[config.mk]
export PLATFORM = sky130hd
export DESIGN_NAME = busGuard
export DESIGN_NICKNAME = d
export VERILOG_FILES = /design/src/rtl/busGuardPkg.sv /design/src/rtl/busGuardCtrl.sv /design/src/rtl/busGuardDatapath.sv /design/src/rtl/busGuard.sv
export SDC_FILE = /design/constraint.sdc
export NUM_CORES = 1
export LEC_CHECK = 0
export ABC_CLOCK_PERIOD_IN_PS = 3530
export CAP_MARGIN = 0
export CORE_AREA = 2 2 80 82
export DETAILED_ROUTE_END_ITERATION = 16
export DIE_AREA = 0 0 82 84
export DONT_BUFFER_PORTS = 1
export SLEW_MARGIN = 20
export SYNTH_ARGS = -nofsm -noshare
export SYNTH_HDL_FRONTEND = slang
export SYNTH_SLANG_ARGS = --single-unit
export TNS_END_PERCENT = 5
[constraint.sdc]
create_clock -name clk -period 3.53 [get_ports clk]
set_input_delay 0.5295 -clock clk [delete_from_list [all_inputs] [get_ports clk]]
set_output_delay 0.5295 -clock clk [all_outputs]
set_load 0.05 [all_outputs]
[src/rtl/busGuardPkg.sv]
package busGuardPkg;
  typedef struct packed {
    logic grant;
    logic deny;
    logic fwdWr;
    logic fwdRd;
    logic setViol;
    logic clrViol;
  } guardStrobeT;
endpackage

[src/rtl/busGuardCtrl.sv]
module busGuardCtrl
  import busGuardPkg::*;
#(
  parameter int AW = 16,
  parameter int IDW = 3,
  parameter logic [AW-1:0] KERN_LO = 'h1000,
  parameter logic [AW-1:0] KERN_HI = 'h1FFF,
  parameter logic [AW-1:0] SEC_LO = 'h2000,
  parameter logic [AW-1:0] SEC_HI = 'h2FFF,
  parameter logic [AW-1:0] KEY_LO = 'h3000,
  parameter logic [AW-1:0] KEY_HI = 'h30FF,
  parameter logic [AW-1:0] DAT_LO = 'h3100,
  parameter logic [AW-1:0] DAT_HI = 'h31FF,
  parameter logic [AW-1:0] RES_LO = 'h3200,
  parameter logic [AW-1:0] RES_HI = 'h32FF,
  parameter logic [AW-1:0] GUARD_ADDR = 'h3F00,
  parameter logic [IDW-1:0] KEY_ID = 'd2
) (
  input  logic           reqValid,
  input  logic [IDW-1:0] reqId,
  input  logic [AW-1:0]  reqAddr,
  input  logic           reqWrite,
  input  logic           reqPriv,
  input  logic           clrBit,
  input  logic           dbgMode,
  input  logic           cryptoBusy,
  input  logic           cryptoReset,
  input  logic           keyXferActive,
  input  logic           coreActive,
  input  logic           pmFreqReq,
  output guardStrobeT    strb,
  output logic           pmFreqAck,
  output logic           pmFreqNak
);
  function automatic logic inWin(input logic [AW-1:0] a, input logic [AW-1:0] lo,
                                 input logic [AW-1:0] hi);
    return (a >= lo) && (a <= hi);
  endfunction

  logic inKern, inSec, inKey, inDat, inRes, isGuard, cryptoHold;
  logic denyUser, denyXfer, denyCrypto, denyDbg, denyGuardRd, anyDeny;

  always_comb begin
    inKern     = inWin(reqAddr, KERN_LO, KERN_HI);
    inSec      = inWin(reqAddr, SEC_LO, SEC_HI);
    inKey      = inWin(reqAddr, KEY_LO, KEY_HI);
    inDat      = inWin(reqAddr, DAT_LO, DAT_HI);
    inRes      = inWin(reqAddr, RES_LO, RES_HI);
    isGuard    = (reqAddr == GUARD_ADDR);
    cryptoHold = cryptoBusy | cryptoReset;

    denyUser    = !reqPriv && (inKern || isGuard);
    denyXfer    = keyXferActive && (reqId != KEY_ID);
    denyCrypto  = cryptoHold && ((inRes && !reqWrite) || (inKey && reqWrite) || inDat);
    denyDbg     = dbgMode && inSec;
    denyGuardRd = isGuard && !reqWrite;
    anyDeny     = denyUser | denyXfer | denyCrypto | denyDbg | denyGuardRd;

    strb.deny    = reqValid && anyDeny;
    strb.grant   = reqValid && !anyDeny;
    strb.fwdWr   = strb.grant && reqWrite && !isGuard;
    strb.fwdRd   = strb.grant && !reqWrite;
    strb.setViol = strb.deny;
    strb.clrViol = strb.grant && reqWrite && isGuard && clrBit;

    pmFreqAck = pmFreqReq && !coreActive;
    pmFreqNak = pmFreqReq && coreActive;
  end
endmodule

[src/rtl/busGuardDatapath.sv]
module busGuardDatapath
  import busGuardPkg::*;
#(
  parameter int AW = 16,
  parameter int IDW = 3,
  parameter int DW = 32
) (
  input  logic           clk,
  input  logic           rstN,
  input  guardStrobeT    strb,
  input  logic [IDW-1:0] reqId,
  input  logic [AW-1:0]  reqAddr,
  input  logic [DW-1:0]  tgtRdata,
  output logic [DW-1:0]  rspRdata,
  output logic           violFlag,
  output logic [IDW-1:0] violId,
  output logic [AW-1:0]  violAddr
);
  always_ff @(posedge clk or negedge rstN) begin
    if (!rstN) begin
      violFlag <= 1'b0;
      violId   <= '0;
      violAddr <= '0;
    end else if (strb.clrViol) begin
      violFlag <= 1'b0;
      violId   <= '0;
      violAddr <= '0;
    end else if (strb.setViol && !violFlag) begin
      violFlag <= 1'b1;
      violId   <= reqId;
      violAddr <= reqAddr;
    end
  end

  assign rspRdata = strb.fwdRd ? tgtRdata : '0;
endmodule

[src/rtl/busGuard.sv]
module busGuard
  import busGuardPkg::*;
#(
  parameter int AW = 16,
  parameter int IDW = 3,
  parameter int DW = 32,
  parameter logic [AW-1:0] KERN_LO = 'h1000,
  parameter logic [AW-1:0] KERN_HI = 'h1FFF,
  parameter logic [AW-1:0] SEC_LO = 'h2000,
  parameter logic [AW-1:0] SEC_HI = 'h2FFF,
  parameter logic [AW-1:0] KEY_LO = 'h3000,
  parameter logic [AW-1:0] KEY_HI = 'h30FF,
  parameter logic [AW-1:0] DAT_LO = 'h3100,
  parameter logic [AW-1:0] DAT_HI = 'h31FF,
  parameter logic [AW-1:0] RES_LO = 'h3200,
  parameter logic [AW-1:0] RES_HI = 'h32FF,
  parameter logic [AW-1:0] GUARD_ADDR = 'h3F00,
  parameter logic [IDW-1:0] KEY_ID = 'd2
) (
  input  logic           clk,
  input  logic           rstN,
  input  logic           reqValid,
  input  logic [IDW-1:0] reqId,
  input  logic [AW-1:0]  reqAddr,
  input  logic           reqWrite,
  input  logic           reqPriv,
  input  logic [DW-1:0]  reqWdata,
  input  logic           dbgMode,
  input  logic           cryptoBusy,
  input  logic           cryptoReset,
  input  logic           keyXferActive,
  input  logic           coreActive,
  input  logic           pmFreqReq,
  input  logic [DW-1:0]  tgtRdata,
  output logic           reqGrant,
  output logic           reqDeny,
  output logic           tgtWrEn,
  output logic           tgtRdEn,
  output logic [AW-1:0]  tgtAddr,
  output logic [DW-1:0]  tgtWdata,
  output logic [DW-1:0]  rspRdata,
  output logic           pmFreqAck,
  output logic           pmFreqNak,
  output logic           violFlag,
  output logic [IDW-1:0] violId,
  output logic [AW-1:0]  violAddr
);
  guardStrobeT strb;

  busGuardCtrl #(
    .AW(AW), .IDW(IDW), .KERN_LO(KERN_LO), .KERN_HI(KERN_HI), .SEC_LO(SEC_LO),
    .SEC_HI(SEC_HI), .KEY_LO(KEY_LO), .KEY_HI(KEY_HI), .DAT_LO(DAT_LO),
    .DAT_HI(DAT_HI), .RES_LO(RES_LO), .RES_HI(RES_HI), .GUARD_ADDR(GUARD_ADDR),
    .KEY_ID(KEY_ID)
  ) u_ctrl (
    .reqValid(reqValid), .reqId(reqId), .reqAddr(reqAddr), .reqWrite(reqWrite),
    .reqPriv(reqPriv), .clrBit(reqWdata[0]), .dbgMode(dbgMode),
    .cryptoBusy(cryptoBusy), .cryptoReset(cryptoReset),
    .keyXferActive(keyXferActive), .coreActive(coreActive),
    .pmFreqReq(pmFreqReq), .strb(strb), .pmFreqAck(pmFreqAck),
    .pmFreqNak(pmFreqNak)
  );

  busGuardDatapath #(.AW(AW), .IDW(IDW), .DW(DW)) u_dp (
    .clk(clk), .rstN(rstN), .strb(strb), .reqId(reqId), .reqAddr(reqAddr),
    .tgtRdata(tgtRdata), .rspRdata(rspRdata), .violFlag(violFlag),
    .violId(violId), .violAddr(violAddr)
  );

  assign reqGrant = strb.grant;
  assign reqDeny  = strb.deny;
  assign tgtWrEn  = strb.fwdWr;
  assign tgtRdEn  = strb.fwdRd;
  assign tgtAddr  = reqAddr;
  assign tgtWdata = reqWdata;
endmodule

* Word level (Yosys, flattened, before mapping)
Cells that the tools add are included.
** Operators by class
- $add $sub $neg :: 0
- $mul :: 0
- Div/mod/pow operators :: 0
- $lt $le $gt $ge :: 10
- Equality and inequality tests :: 2
- Shift-type cells :: 0
- Muxes and demuxes :: 7
- Bitwise gates (word level) :: 5
- Reduce and logical (&&, ||, !) cells :: 32
** Operator list (count)
- $ge 16x14->1 const B :: 4
- $le 16x14->1 const B :: 4
- $mux 16 :: 2
- $mux 32 :: 1
- $logic_and 1x1->1 :: 22
- $eq 16x14->1 const B :: 1
- $ge 16x13->1 const B :: 1
- $le 16x13->1 const B :: 1
- $logic_not 1->1 :: 6
- $mux 3 :: 2
- $or 1x1->1 :: 5
- $logic_or 1x1->1 :: 3
- $ne 3x2->1 const B :: 1
- $mux 1 :: 2
- $reduce_bool 2->1 :: 1
** Storage, ports and cells
- Register bits after elaboration :: 20
- Bits in latches :: 0
- Memory bits (writable) :: 0
- Bits in read-only memories :: 0
- Input bits :: 94
- Output and inout bits :: 106
- Word-level logic and storage cells :: 59
- Memories kept :: 0

* Longest topological paths before layout
Gate-level depths: netlist of the first run.
- Depth after elaboration :: 15
- Gate-level depth with buffers :: 7
- Depth with buffers taken out :: 5

* Modules after synthesis
A second synthesis of the first run with hierarchy kept.
** Unflattened totals
- Cell total of the unflattened synthesis :: 205
- Area total of the unflattened synthesis :: 1951.9 µm²
** Modules (own cells, without submodules)
- busGuardDatapath :: instances 1, cells each 125, area each 1332.5 µm², seq. area each 500.5 µm²
- busGuard :: instances 1, cells each 48, area each 360.3 µm², seq. area each 0.0 µm²
- busGuardCtrl :: instances 1, cells each 32, area each 259.0 µm², seq. area each 0.0 µm²

* Worst setup path before layout of the first run
Ideal clock, no wire load.
- Path type :: in2out
- Start point :: input port reqId[0]
- End point :: output port rspRdata[22]
- Arrival :: 2185 ps
- Required time :: 3000 ps
- Slack :: 815 ps
- Stages :: 6
- Buffers on the path :: 1
- Cell sequence :: or3b_4 -> a21boi_2 -> nand4_4 -> nor3_4 -> buf_6 -> and2_1
** On the way
- Word-level cells in the longest chain between the ends :: 10
** Ends and longest elaborated chain
- start, declared :: RTL line busGuard.sv:23 : input logic [IDW-1:0] reqId,
- $ne 3x2->1 :: RTL line busGuardCtrl.sv:53 : denyXfer = keyXferActive && (reqId != KEY_ID);
- $logic_and 1x1->1 :: RTL line busGuardCtrl.sv:53
- $or 1x1->1 (4 in a row) :: RTL line busGuardCtrl.sv:57 : anyDeny = denyUser | denyXfer | denyCrypto | denyDbg | denyGuardRd;
- $logic_not 1->1 :: RTL line busGuardCtrl.sv:60 : strb.grant = reqValid && !anyDeny;
- $logic_and 1x1->1 :: RTL line busGuardCtrl.sv:60
- $logic_and 1x1->1 :: RTL line busGuardCtrl.sv:62 : strb.fwdRd = strb.grant && !reqWrite;
- net tgtRdEn :: RTL line busGuard.sv:38 : output logic tgtRdEn,
- $mux 32 :: RTL line busGuardDatapath.sv:35 : assign rspRdata = strb.fwdRd ? tgtRdata : '0;
- end, declared :: RTL line busGuard.sv:41 : output logic [DW-1:0] rspRdata,
The timed path passes the listed nets, and every way through them passes these cells.

* Worst setup path after layout of the first run
- Start point :: input port reqId[0]
- End point :: output port rspRdata[17]
** On the way
- Word-level cells in the longest chain between the ends :: 10
** Ends and longest elaborated chain (RTL line)
- $ne 3x2->1 :: busGuardCtrl.sv:53
- $logic_and 1x1->1 :: busGuardCtrl.sv:53
- $or 1x1->1 (4 in a row) :: busGuardCtrl.sv:57
- $logic_not 1->1 :: busGuardCtrl.sv:60
- $logic_and 1x1->1 :: busGuardCtrl.sv:60
- $logic_and 1x1->1 :: busGuardCtrl.sv:62
- $mux 32 :: busGuardDatapath.sv:35
Every way passes these cells.

==> results of run 1 <==
==> layout make-up <==
class | instances | area [sq um]
Tap cell | 77 | 96.3
Inverter | 19 | 71.3
Multi-Input combinational cell | 103 | 771
Fill cell | 619 | 3910
Clock buffer | 4 | 55.1
Timing Repair Buffer | 38 | 688
Sequential cell | 20 | 500
==> through the flow <==
step	area, sq um	std cells
final	2180	261
after global routing	2180	261
after CTS	2180	261
after detailed placement	2120	256
after global placement	2120	256
after floorplan	1780	199
==> power by group through the flow <==
stage,clock network (mW),registers (mW),logic [mW]
floorplan,0,0.478,0.279
global route,0.192,0.494,0.220
global placement,0,0.492,0.192
finish,0.179,0.487,0.200
CTS,0.184,0.488,0.203
detailed placement,0,0.493,0.198
==> worst paths after layout <==
kind / from / endpoint / slack, ns / cells after the start
setup / recovery: reqId[0] / rspRdata[17] / 0.81 / 7
hold / removal: reqAddr[6] / u_dp.violAddr[6]$_DFFE_PN0P_ / 0.39 / 2
setup reg to reg: u_dp.violFlag$_DFFE_PN0P_ / u_dp.violAddr[0]$_DFFE_PN0P_ / 1.84 / 4
hold reg to reg: u_dp.violAddr[2]$_DFFE_PN0P_ / u_dp.violAddr[2]$_DFFE_PN0P_ / 0.83 / 2
max in group asynchronous: rstN / u_dp.violAddr[6]$_DFFE_PN0P_ / 2.11 / 1
min in group asynchronous: rstN / u_dp.violAddr[7]$_DFFE_PN0P_ / 0.85 / 1
==> cells in the mapped netlist (2+ instances only) <==
cell type	number
buf_4	49
and2_1	33
dfrtp_1	20
inv_1	19
mux2i_1	19
o21ai_0	19
clkbuf_1	4
nor2_1	4
and4bb_1	3
buf_6	3
nand4_1	3
nand2_1	2
nor2b_1	2
nor3b_1	2
==> worst register-to-register path, delay by kind of cell, from the launching register on <==
kind            cells  cell delay [ns]
buf+inv             1             0.36
mux                 1             0.22
flops               1             0.67
simple gates        1             0.12
compound gates      1             0.24
==> sequential cells by signal, summed over array words and instances, names as in the netlist <==
register,count
u_dp.violId,3
u_dp.violAddr,16
u_dp.violFlag,1
==> cell families after synthesis <==
kind of cell / after synthesis
flops: 20
mux: 19
simple gates: 58
buf+inv: 76
compound gates: 26
==> routing by layer <==
metal / up-vias / share of wire [%]
met5: - / 0
met4: 0 / 2.3
met3: 10 / 13
met2: 85 / 48
met1: 603 / 37
li1: 571 / -
==> results.py, run 1 <==
metrics = {
    "outcome": {
        "status": "finished, final reports clean",
    },
    "clocking": {
        "cts_setup_buffers": 0,
        "cts_resized": 0,
        "numCtsBuffers": 3,
        "clk_pin_slew_ns": 0.08,
        "ctsHoldBuffers": 1,
        "clockRootBuffer": "clkbuf_8",
        "insertion_delay_ns": 0.26,
        "h-tree-depth": 1,
        "tritoncts": "built",
        "cts_buffer_depth": 2,
        "clock_sinks": 20,
    },
    "logic_synthesis": {
        "synthXorXnorAreaFrac_pct": 0,
        "synth_compound_area_share_pct": 9.30,
        "synth.area.top_cells": "dfrtp_1, buf_4, and2_1",
        "yosysTopAreaCell": "dfrtp_1",
        "synth_edf_count": 0,
        "yosys.area_share.simple_pct": 23.2,
        "synth_fa_ha_area_share_pct": 0,
        "yosys.area.top_type_share_pct": 28.2,
        "ys_ff_latch": 20,
        "syn-mean-instance-area_sq_um": 8.92,
        "synth_top_family_by_area": "buffers and inverters",
        "async_reset_ff_share_pct": 100,
        "synthDistinctLibCells": 31,
        "yosys-mux-area-fraction_pct": 10.7,
        "ys_seq_area_share_pct": 28.2,
        "postSynthNetCount": 293,
        "ys.warnings.count": 0,
        "synth_flop_cell": "dfrtp_1",
        "syn_area_sq_um": 1780,
        "syn_inst": 199,
    },
    "setup_path": {
        "path_buf_inv": 2,
        "crit_chain": "or3b_4, a21boi_2, nand4_4, nor3_4, buf_4, and2_1, buf_12",
        "endpoint_kind": "primary output",
        "setup.worst_path.start_class": "input pin",
        "cpMaxStageDelayCell": "or3b_4",
        "cp_data_arrival_time_ns": 2.19,
        "worstPathRequired_ns": 3.00,
        "crit_family": "simple AND/OR/NAND/NOR gates",
        "critical_path_class": "in2out",
        "crit_fanout": 33,
        "critPathMaxStageDelay_ns": 0.38,
    },
    "global_routing": {
        "grt_max_degree": 34,
        "met1_usage_pct": 16.4,
        "gr-total-overflow": 0,
        "grt_pass1_vias": 1298,
        "grt_use_total_pct": 13.4,
        "grtUsageMet2_pct": 21.3,
        "use_met3_pct": 5.52,
        "grt_pass1_wl_um": 7150,
        "top_usage_layer": "met2",
        "antenna_found_initial": 0,
    },
    "drt": {
        "drtPass1Iterations": 4,
        "drc": 0,
        "vias_per_cell": 4.86,
        "ant_nets": 0,
        "drtIter0Drc": 41,
        "wl_per_cell_um": 18.5,
        "vias": 1269,
        "drt_wl_total_um": 4820,
    },
    "die": {
        "io_pins": 200,
        "die_y_um": 84,
        "initial_core_util_pct": 29.1,
        "core_sq_um": 6100,
        "die_x_um": 82,
        "dieArea_sq_um": 6890,
        "rows": 29,
    },
    "timing": {
        "rsz0062_at_grt": "no",
        "slew-limit-headroom_pct": 37.9,
        "setup_viol": 0,
        "fmax_mhz": 368,
        "setup_ws_ns": 0.812,
        "fin_skew_ns": 0.00266,
        "holdWs_ns": 0.386,
        "finalCritPeriodShare_pct": 77.0,
        "fin_tns_setup_ns": 0,
        "min_period_ns": 2.72,
        "report.final.slew_viol_count": 0,
        "tightest_slew_ns": 0.929,
        "hold_viol_final": 0,
    },
    "finish": {
        "drive_gt1_share_pct": 27.2,
        "nets": 279,
        "layout_common_cells": "and2_1, buf_12, dfrtp_1",
        "fin_util_pct": 35.8,
        "syn_to_final_growth_pct": 22.9,
        "antennaDiodeCount": 0,
        "layout_commonest_cell": "and2_1",
    },
    "flow_run": {
        "maxCapViolCount": 0,
    },
    "power": {
        "p_seq_share_pct": 56.3,
        "power_switching_uw": 404,
        "internal-power_uw": 461,
        "cellLeakagePower_nw": 1.07,
        "power_density_nw_per_um2": 397,
        "power_switching_share_pct": 46.7,
        "vdd_drop_max_uv": 265,
        "clkPwrFrac_pct": 20.6,
        "finalPower_uw": 865,
        "combinationalPowerShare_pct": 23.1,
    },
    "placement": {
        "dpl.hpwl_um": 3890,
        "dp_slack_ns": 0.801,
        "io_buffer_count": 0,
        "gp_congestion": 0.754,
    },
    "worst_hold_path": {
        "min_path_type": "in2reg",
    },
}
Note: power is estimated with default switching activity, not from simulation.
==> run 2, diff against run 1 <==
ABC_CLOCK_PERIOD_IN_PS = 2600   (was 3530)
clock period = 2.6 ns   (was 3.53 ns; I/O delays follow)
==> run 2 against run 1 <==
Sequential cell count unchanged. Register-to-register slack worse by 0.91 ns. Clock skew down 0.0011 ns. Critical path depth unchanged. Setup slack worse by 0.55 ns. Core utilization up 0.14 points. Highest routed layer unchanged.
==> results.py, run 2 (synthesized netlist as in run 1, its figures left out) <==
metrics = {
    "finish": {
        "ff_latch_area_sq_um": 500,
        "layout_commonest_cell": "and2_1",
        "antennaDiodeCount": 0,
        "multiInputGateArea_sq_um": 771,
        "largest_register": "u_dp.violAddr",
        "syn_to_final_growth_pct": 23.4,
        "drive_gt1_share_pct": 28.0,
        "layout_common_cells": "and2_1, buf_12, dfrtp_1",
        "fin_util_pct": 35.9,
        "top_regs": "u_dp.violAddr x16, u_dp.violId x3, u_dp.violFlag x1",
        "nets": 282,
        "largest_register_ffs": 16,
        "fillers": 608,
    },
    "clocking": {
        "tritoncts": "built",
        "cts_resized": 0,
        "numCtsBuffers": 3,
        "clockRootBuffer": "clkbuf_8",
        "h-tree-depth": 1,
        "cts_buffer_depth": 2,
        "clk_pin_slew_ns": 0.07,
        "clock_sinks": 20,
        "insertion_delay_ns": 0.25,
    },
    "placement": {
        "dpl.hpwl_um": 3970,
        "gp_congestion": 0.792,
        "io_buffer_count": 0,
    },
    "power": {
        "finalPower_mw": 1.14,
        "vdd_drop_max_uv": 411,
        "cellLeakagePower_nw": 1.08,
        "power_density_nw_per_um2": 520,
    },
    "setup_path": {
        "cp_data_arrival_time_ns": 1.95,
        "crit_fanout": 33,
        "endpoint_kind": "primary output",
        "critical_path_class": "in2out",
        "worstPathRequired_ns": 2.21,
        "setup.worst_path.start_class": "input pin",
    },
    "global_routing": {
        "grt_pass1_vias": 1323,
        "grt_pass1_wl_um": 7100,
        "gr-total-overflow": 0,
        "antenna_found_initial": 0,
        "grt_use_total_pct": 13.5,
        "grt_max_degree": 34,
    },
    "timing": {
        "hold_viol_final": 0,
        "fmax_mhz": 427,
        "report.final.slew_viol_count": 0,
        "tightest_slew_ns": 0.922,
        "rsz0062_at_grt": "no",
        "slew-limit-headroom_pct": 38.3,
        "fin_skew_ns": 0.00158,
        "min_period_ns": 2.34,
        "fin_tns_setup_ns": 0,
        "finalCritPeriodShare_pct": 90.1,
        "setup_viol": 0,
    },
    "die": {
        "core_sq_um": 6100,
        "rows": 29,
        "io_pins": 200,
        "die_x_um": 82,
        "die_y_um": 84,
        "initial_core_util_pct": 29.1,
        "dieArea_sq_um": 6890,
    },
    "drt": {
        "vias_per_cell": 4.81,
        "drt_wl_total_um": 4790,
        "drtIter0Drc": 16,
        "vias": 1264,
        "drc": 0,
        "wl_per_cell_um": 18.2,
        "drtPass1Iterations": 4,
        "ant_nets": 0,
    },
    "flow_run": {
        "maxCapViolCount": 0,
    },
    "outcome": {
        "status": "finished, final reports clean",
    },
    "worst_hold_path": {
        "min_path_type": "in2reg",
    },
}
==> run 2: where the power goes <==
group | internal (mW) | switching [mW]
clock | 0.103 | 0.0971
combinational | 0.121 | 0.155
sequential | 0.372 | 0.290
==> run 2: layer usage <==
| layer | global-route usage, % | routed length, um | vias to the layer above |
|---|---|---|---|
| met5 | 0 | 0 | - |
| met4 | 4.85 | 113 | 0 |
| met3 | 4.87 | 567 | 12 |
| met2 | 20.8 | 2210 | 87 |
| met1 | 17.1 | 1900 | 585 |
| li1 | - | - | 580 |
==> run 2: worst max-delay path, stage by stage <==
cell	delay, ns
or3b_4	0.38
a21boi_2	0.19
nand4_4	0.13
nor3_4	0.17
buf_4	0.28
and2_1	0.24
buf_12	0.15
==> run 2: worst paths after layout <==
check                                                 to  depth (start not counted)  slack, ns                          from
setup / recovery                            rspRdata[17]                          7       0.26                      reqId[0]
hold / removal              u_dp.violAddr[5]$_DFFE_PN0P_                          2       0.25                    reqAddr[5]
setup reg to reg            u_dp.violAddr[1]$_DFFE_PN0P_                          4       0.93     u_dp.violFlag$_DFFE_PN0P_
hold reg to reg             u_dp.violAddr[2]$_DFFE_PN0P_                          2       0.83  u_dp.violAddr[2]$_DFFE_PN0P_
max in group asynchronous  u_dp.violAddr[14]$_DFFE_PN0P_                          1       1.32                          rstN
min in group asynchronous   u_dp.violAddr[8]$_DFFE_PN0P_                          1       0.72                          rstN
==> run 2: cell type report <==
type                       count  area share [%]
clock buffer                   3            1.88
inverter                      19            3.26
multi-input combinational    103            35.2
sequential                    20            22.8
tap                           77            4.40
timing repair buffer          41            32.4
==> run 2: per-stage QoR <==
step	worst slack, ns	cell area, sq um	instances	hold slack, ns
final	0.259	2190	263	0.253
after CTS	0.234	2190	263	0.247
after global routing	0.125	2190	263	0.249
after global placement	0.267	2140	259	0.0949
after detailed placement	0.244	2140	259	0.0948
after floorplan	0.164	1780	199	0.0944
==> run 2: repair_timing <==
item	in CTS	in global routing
hold buffers	1	0
buffers inserted	0	0
endpoints found under the hold margin	20	0
==> run 3, diff against run 2 <==
RECOVER_POWER = 100   (was default)
==> run 3 against run 2 <==
Routed wire length grew 0.67%. Clock skew is 0.0033 ns higher. Non-clock buffer count is the same. Critical endpoint is now rspRdata[8]. Sequential power barely moved. Power is essentially flat.
==> results.py, run 3 (synthesized netlist as in run 1, its figures left out) <==
metrics = {
    "die": {
        "die_x_um": 82,
        "dieArea_sq_um": 6890,
        "die_y_um": 84,
        "io_pins": 200,
        "rows": 29,
        "core_sq_um": 6100,
        "initial_core_util_pct": 29.1,
    },
    "power": {
        "p_seq_share_pct": 58.2,
        "vdd_drop_max_uv": 412,
        "finalPower_mw": 1.14,
        "power_switching_share_pct": 48.0,
        "power_density_nw_per_um2": 527,
        "combinationalPowerShare_pct": 23.8,
        "clkPwrFrac_pct": 18.0,
        "internal-power_uw": 592,
        "power_switching_uw": 546,
        "cellLeakagePower_nw": 1.04,
    },
    "setup_path": {
        "cp-startpoint": "reqId[0]",
        "cpMaxStageDelayCell": "or3b_4",
        "crit_fanout": 33,
        "critical_path_class": "in2out",
        "reg2reg_to": "u_dp.violAddr[1]$_DFFE_PN0P_",
        "critPathCapture": "rspRdata[8]",
        "reg2regPathDepth": 4,
        "cp_data_arrival_time_ns": 1.99,
        "timing.rr.start": "u_dp.violFlag$_DFFE_PN0P_",
        "setup.worst_path.start_class": "input pin",
        "cp.depth": 7,
        "crit_chain": "or3b_4, a21boi_2, nand4_1, nor3_4, buf_4, and2_0, buf_12",
        "path_buf_inv": 2,
        "crit_family": "simple AND/OR/NAND/NOR gates",
        "critPathMaxStageDelay_ns": 0.38,
        "reg2reg_slack_ns": 0.67,
        "endpoint_kind": "primary output",
        "worstPathRequired_ns": 2.21,
    },
    "drt": {
        "drc": 0,
        "drt_wl_total_um": 4830,
        "drtIter0Drc": 21,
        "drtPass1Iterations": 4,
        "wl_per_cell_um": 18.3,
        "ant_nets": 0,
        "vias_per_cell": 4.83,
        "vias": 1270,
    },
    "clocking": {
        "tritoncts": "built",
        "numCtsBuffers": 3,
        "h-tree-depth": 1,
        "clock_sinks": 20,
        "clk_pin_slew_ns": 0.08,
        "cts_setup_buffers": 0,
        "clockRootBuffer": "clkbuf_8",
        "insertion_delay_ns": 0.26,
        "cts_buffer_depth": 2,
    },
    "flow_run": {
        "maxCapViolCount": 0,
    },
    "timing": {
        "hold_viol_final": 0,
        "slew-limit-headroom_pct": 38.3,
        "fin_tns_setup_ns": 0,
        "tightest_slew_ns": 0.922,
        "finalCritPeriodShare_pct": 91.6,
        "fmax_mhz": 420,
        "fin_skew_ns": 0.00488,
        "rsz0062_at_grt": "no",
        "report.final.slew_viol_count": 0,
        "min_period_ns": 2.38,
        "setup_viol": 0,
    },
    "outcome": {
        "status": "finished, final reports clean",
    },
    "finish": {
        "drive_gt1_share_pct": 25.8,
        "layout_common_cells": "buf_12, and2_0, dfrtp_1",
        "nets": 282,
        "antennaDiodeCount": 0,
        "largest_register": "u_dp.violAddr",
        "layout_commonest_cell": "buf_12",
        "syn_to_final_growth_pct": 21.6,
        "top_regs": "u_dp.violAddr x16, u_dp.violId x3, u_dp.violFlag x1",
        "largest_register_ffs": 16,
    },
    "placement": {
        "dpl.hpwl_um": 3970,
        "gp_congestion": 0.792,
        "io_buffer_count": 0,
    },
    "global_routing": {
        "grt_pass1_wl_um": 7100,
        "gr-total-overflow": 0,
        "grt_pass1_vias": 1323,
        "grt_max_degree": 34,
        "grt_use_total_pct": 13.5,
        "antenna_found_initial": 0,
    },
    "worst_hold_path": {
        "min_path_type": "in2reg",
    },
}
run 3: changes by cell type in the layout (fill, tap and decap cells not counted):
cell / before / now
and2_0: 0 / 31
and2_1: 33 / 2
buf_4: 8 / 6
clkbuf_1: 0 / 1
clkbuf_2: 0 / 1
nand4_1: 3 / 4
nand4_4: 1 / 0
o2111ai_1: 0 / 1
o2111ai_2: 1 / 0
o21ai_1: 0 / 1
o21ai_2: 1 / 0
run 3: power by group through the flow:
stage                     registers [mW]  logic [mW]  clock network, mW
after detailed placement           0.669       0.274                  0
after CTS                          0.664       0.281              0.210
after global routing               0.672       0.296              0.223
after floorplan                    0.648       0.379                  0
after global placement             0.669       0.263                  0
final                              0.663       0.270              0.205
run 3: per-stage QoR:
step / hold WS [ns] / cell area, sq um / worst slack, ns / util (%) / cells
6_report: 0.248 / 2160 / 0.218 / 35.4 / 263
2_1_floorplan: 0.0944 / 1780 / 0.164 / - / 199
3_5_place_dp: 0.0948 / 2140 / 0.244 / 35.1 / 259
4_1_cts: 0.247 / 2190 / 0.234 / 35.9 / 263
5_1_grt: 0.249 / 2160 / 0.0649 / 35.4 / 263
3_3_place_gp: 0.0949 / 2140 / 0.267 / 35.1 / 259
run 3: worst register-to-register path: stages, from the launching register on:
cell and delay, ns:
dfrtp_1 0.67, nor2b_1 0.09, o21ai_1 0.48, buf_4 0.38, mux2i_1 0.24
run 3: per-layer routing:
metal	GRT usage [%]	vias to the layer above	wire length [um]
met4	4.85	0	113
met5	0	-	0
li1	-	579	-
met1	17.1	587	1910
met3	4.87	12	591
met2	20.8	92	2210
run 3: area by class of cell:
| class | instances | area (sq um) |
|---|---|---|
| fill | 612 | 3940 |
| multi-input combinational | 103 | 746 |
| timing repair buffer | 41 | 704 |
| sequential | 20 | 500 |
| tap | 77 | 96.3 |
| inverter | 19 | 71.3 |
| clock buffer | 3 | 41.3 |
run 3: repair_timing:
action,4_1_cts,5_1_grt
gates resized for setup,0,0
hold buffers,1,0
hold endpoints to repair,20,0
run 3: how the worst min path moves through the flow:
stage	cells after the start	from	to	slack, ns
5_1_grt	2	reqAddr[11]	u_dp.violAddr[11]$_DFFE_PN0P_	0.25
3_5_place_dp	0	rstN	u_dp.violAddr[1]$_DFFE_PN0P_	0.09
6_report	2	reqAddr[5]	u_dp.violAddr[5]$_DFFE_PN0P_	0.25
2_1_floorplan	0	rstN	u_dp.violAddr[0]$_DFFE_PN0P_	0.09
3_3_place_gp	0	rstN	u_dp.violAddr[3]$_DFFE_PN0P_	0.09
4_1_cts	2	reqAddr[5]	u_dp.violAddr[5]$_DFFE_PN0P_	0.25
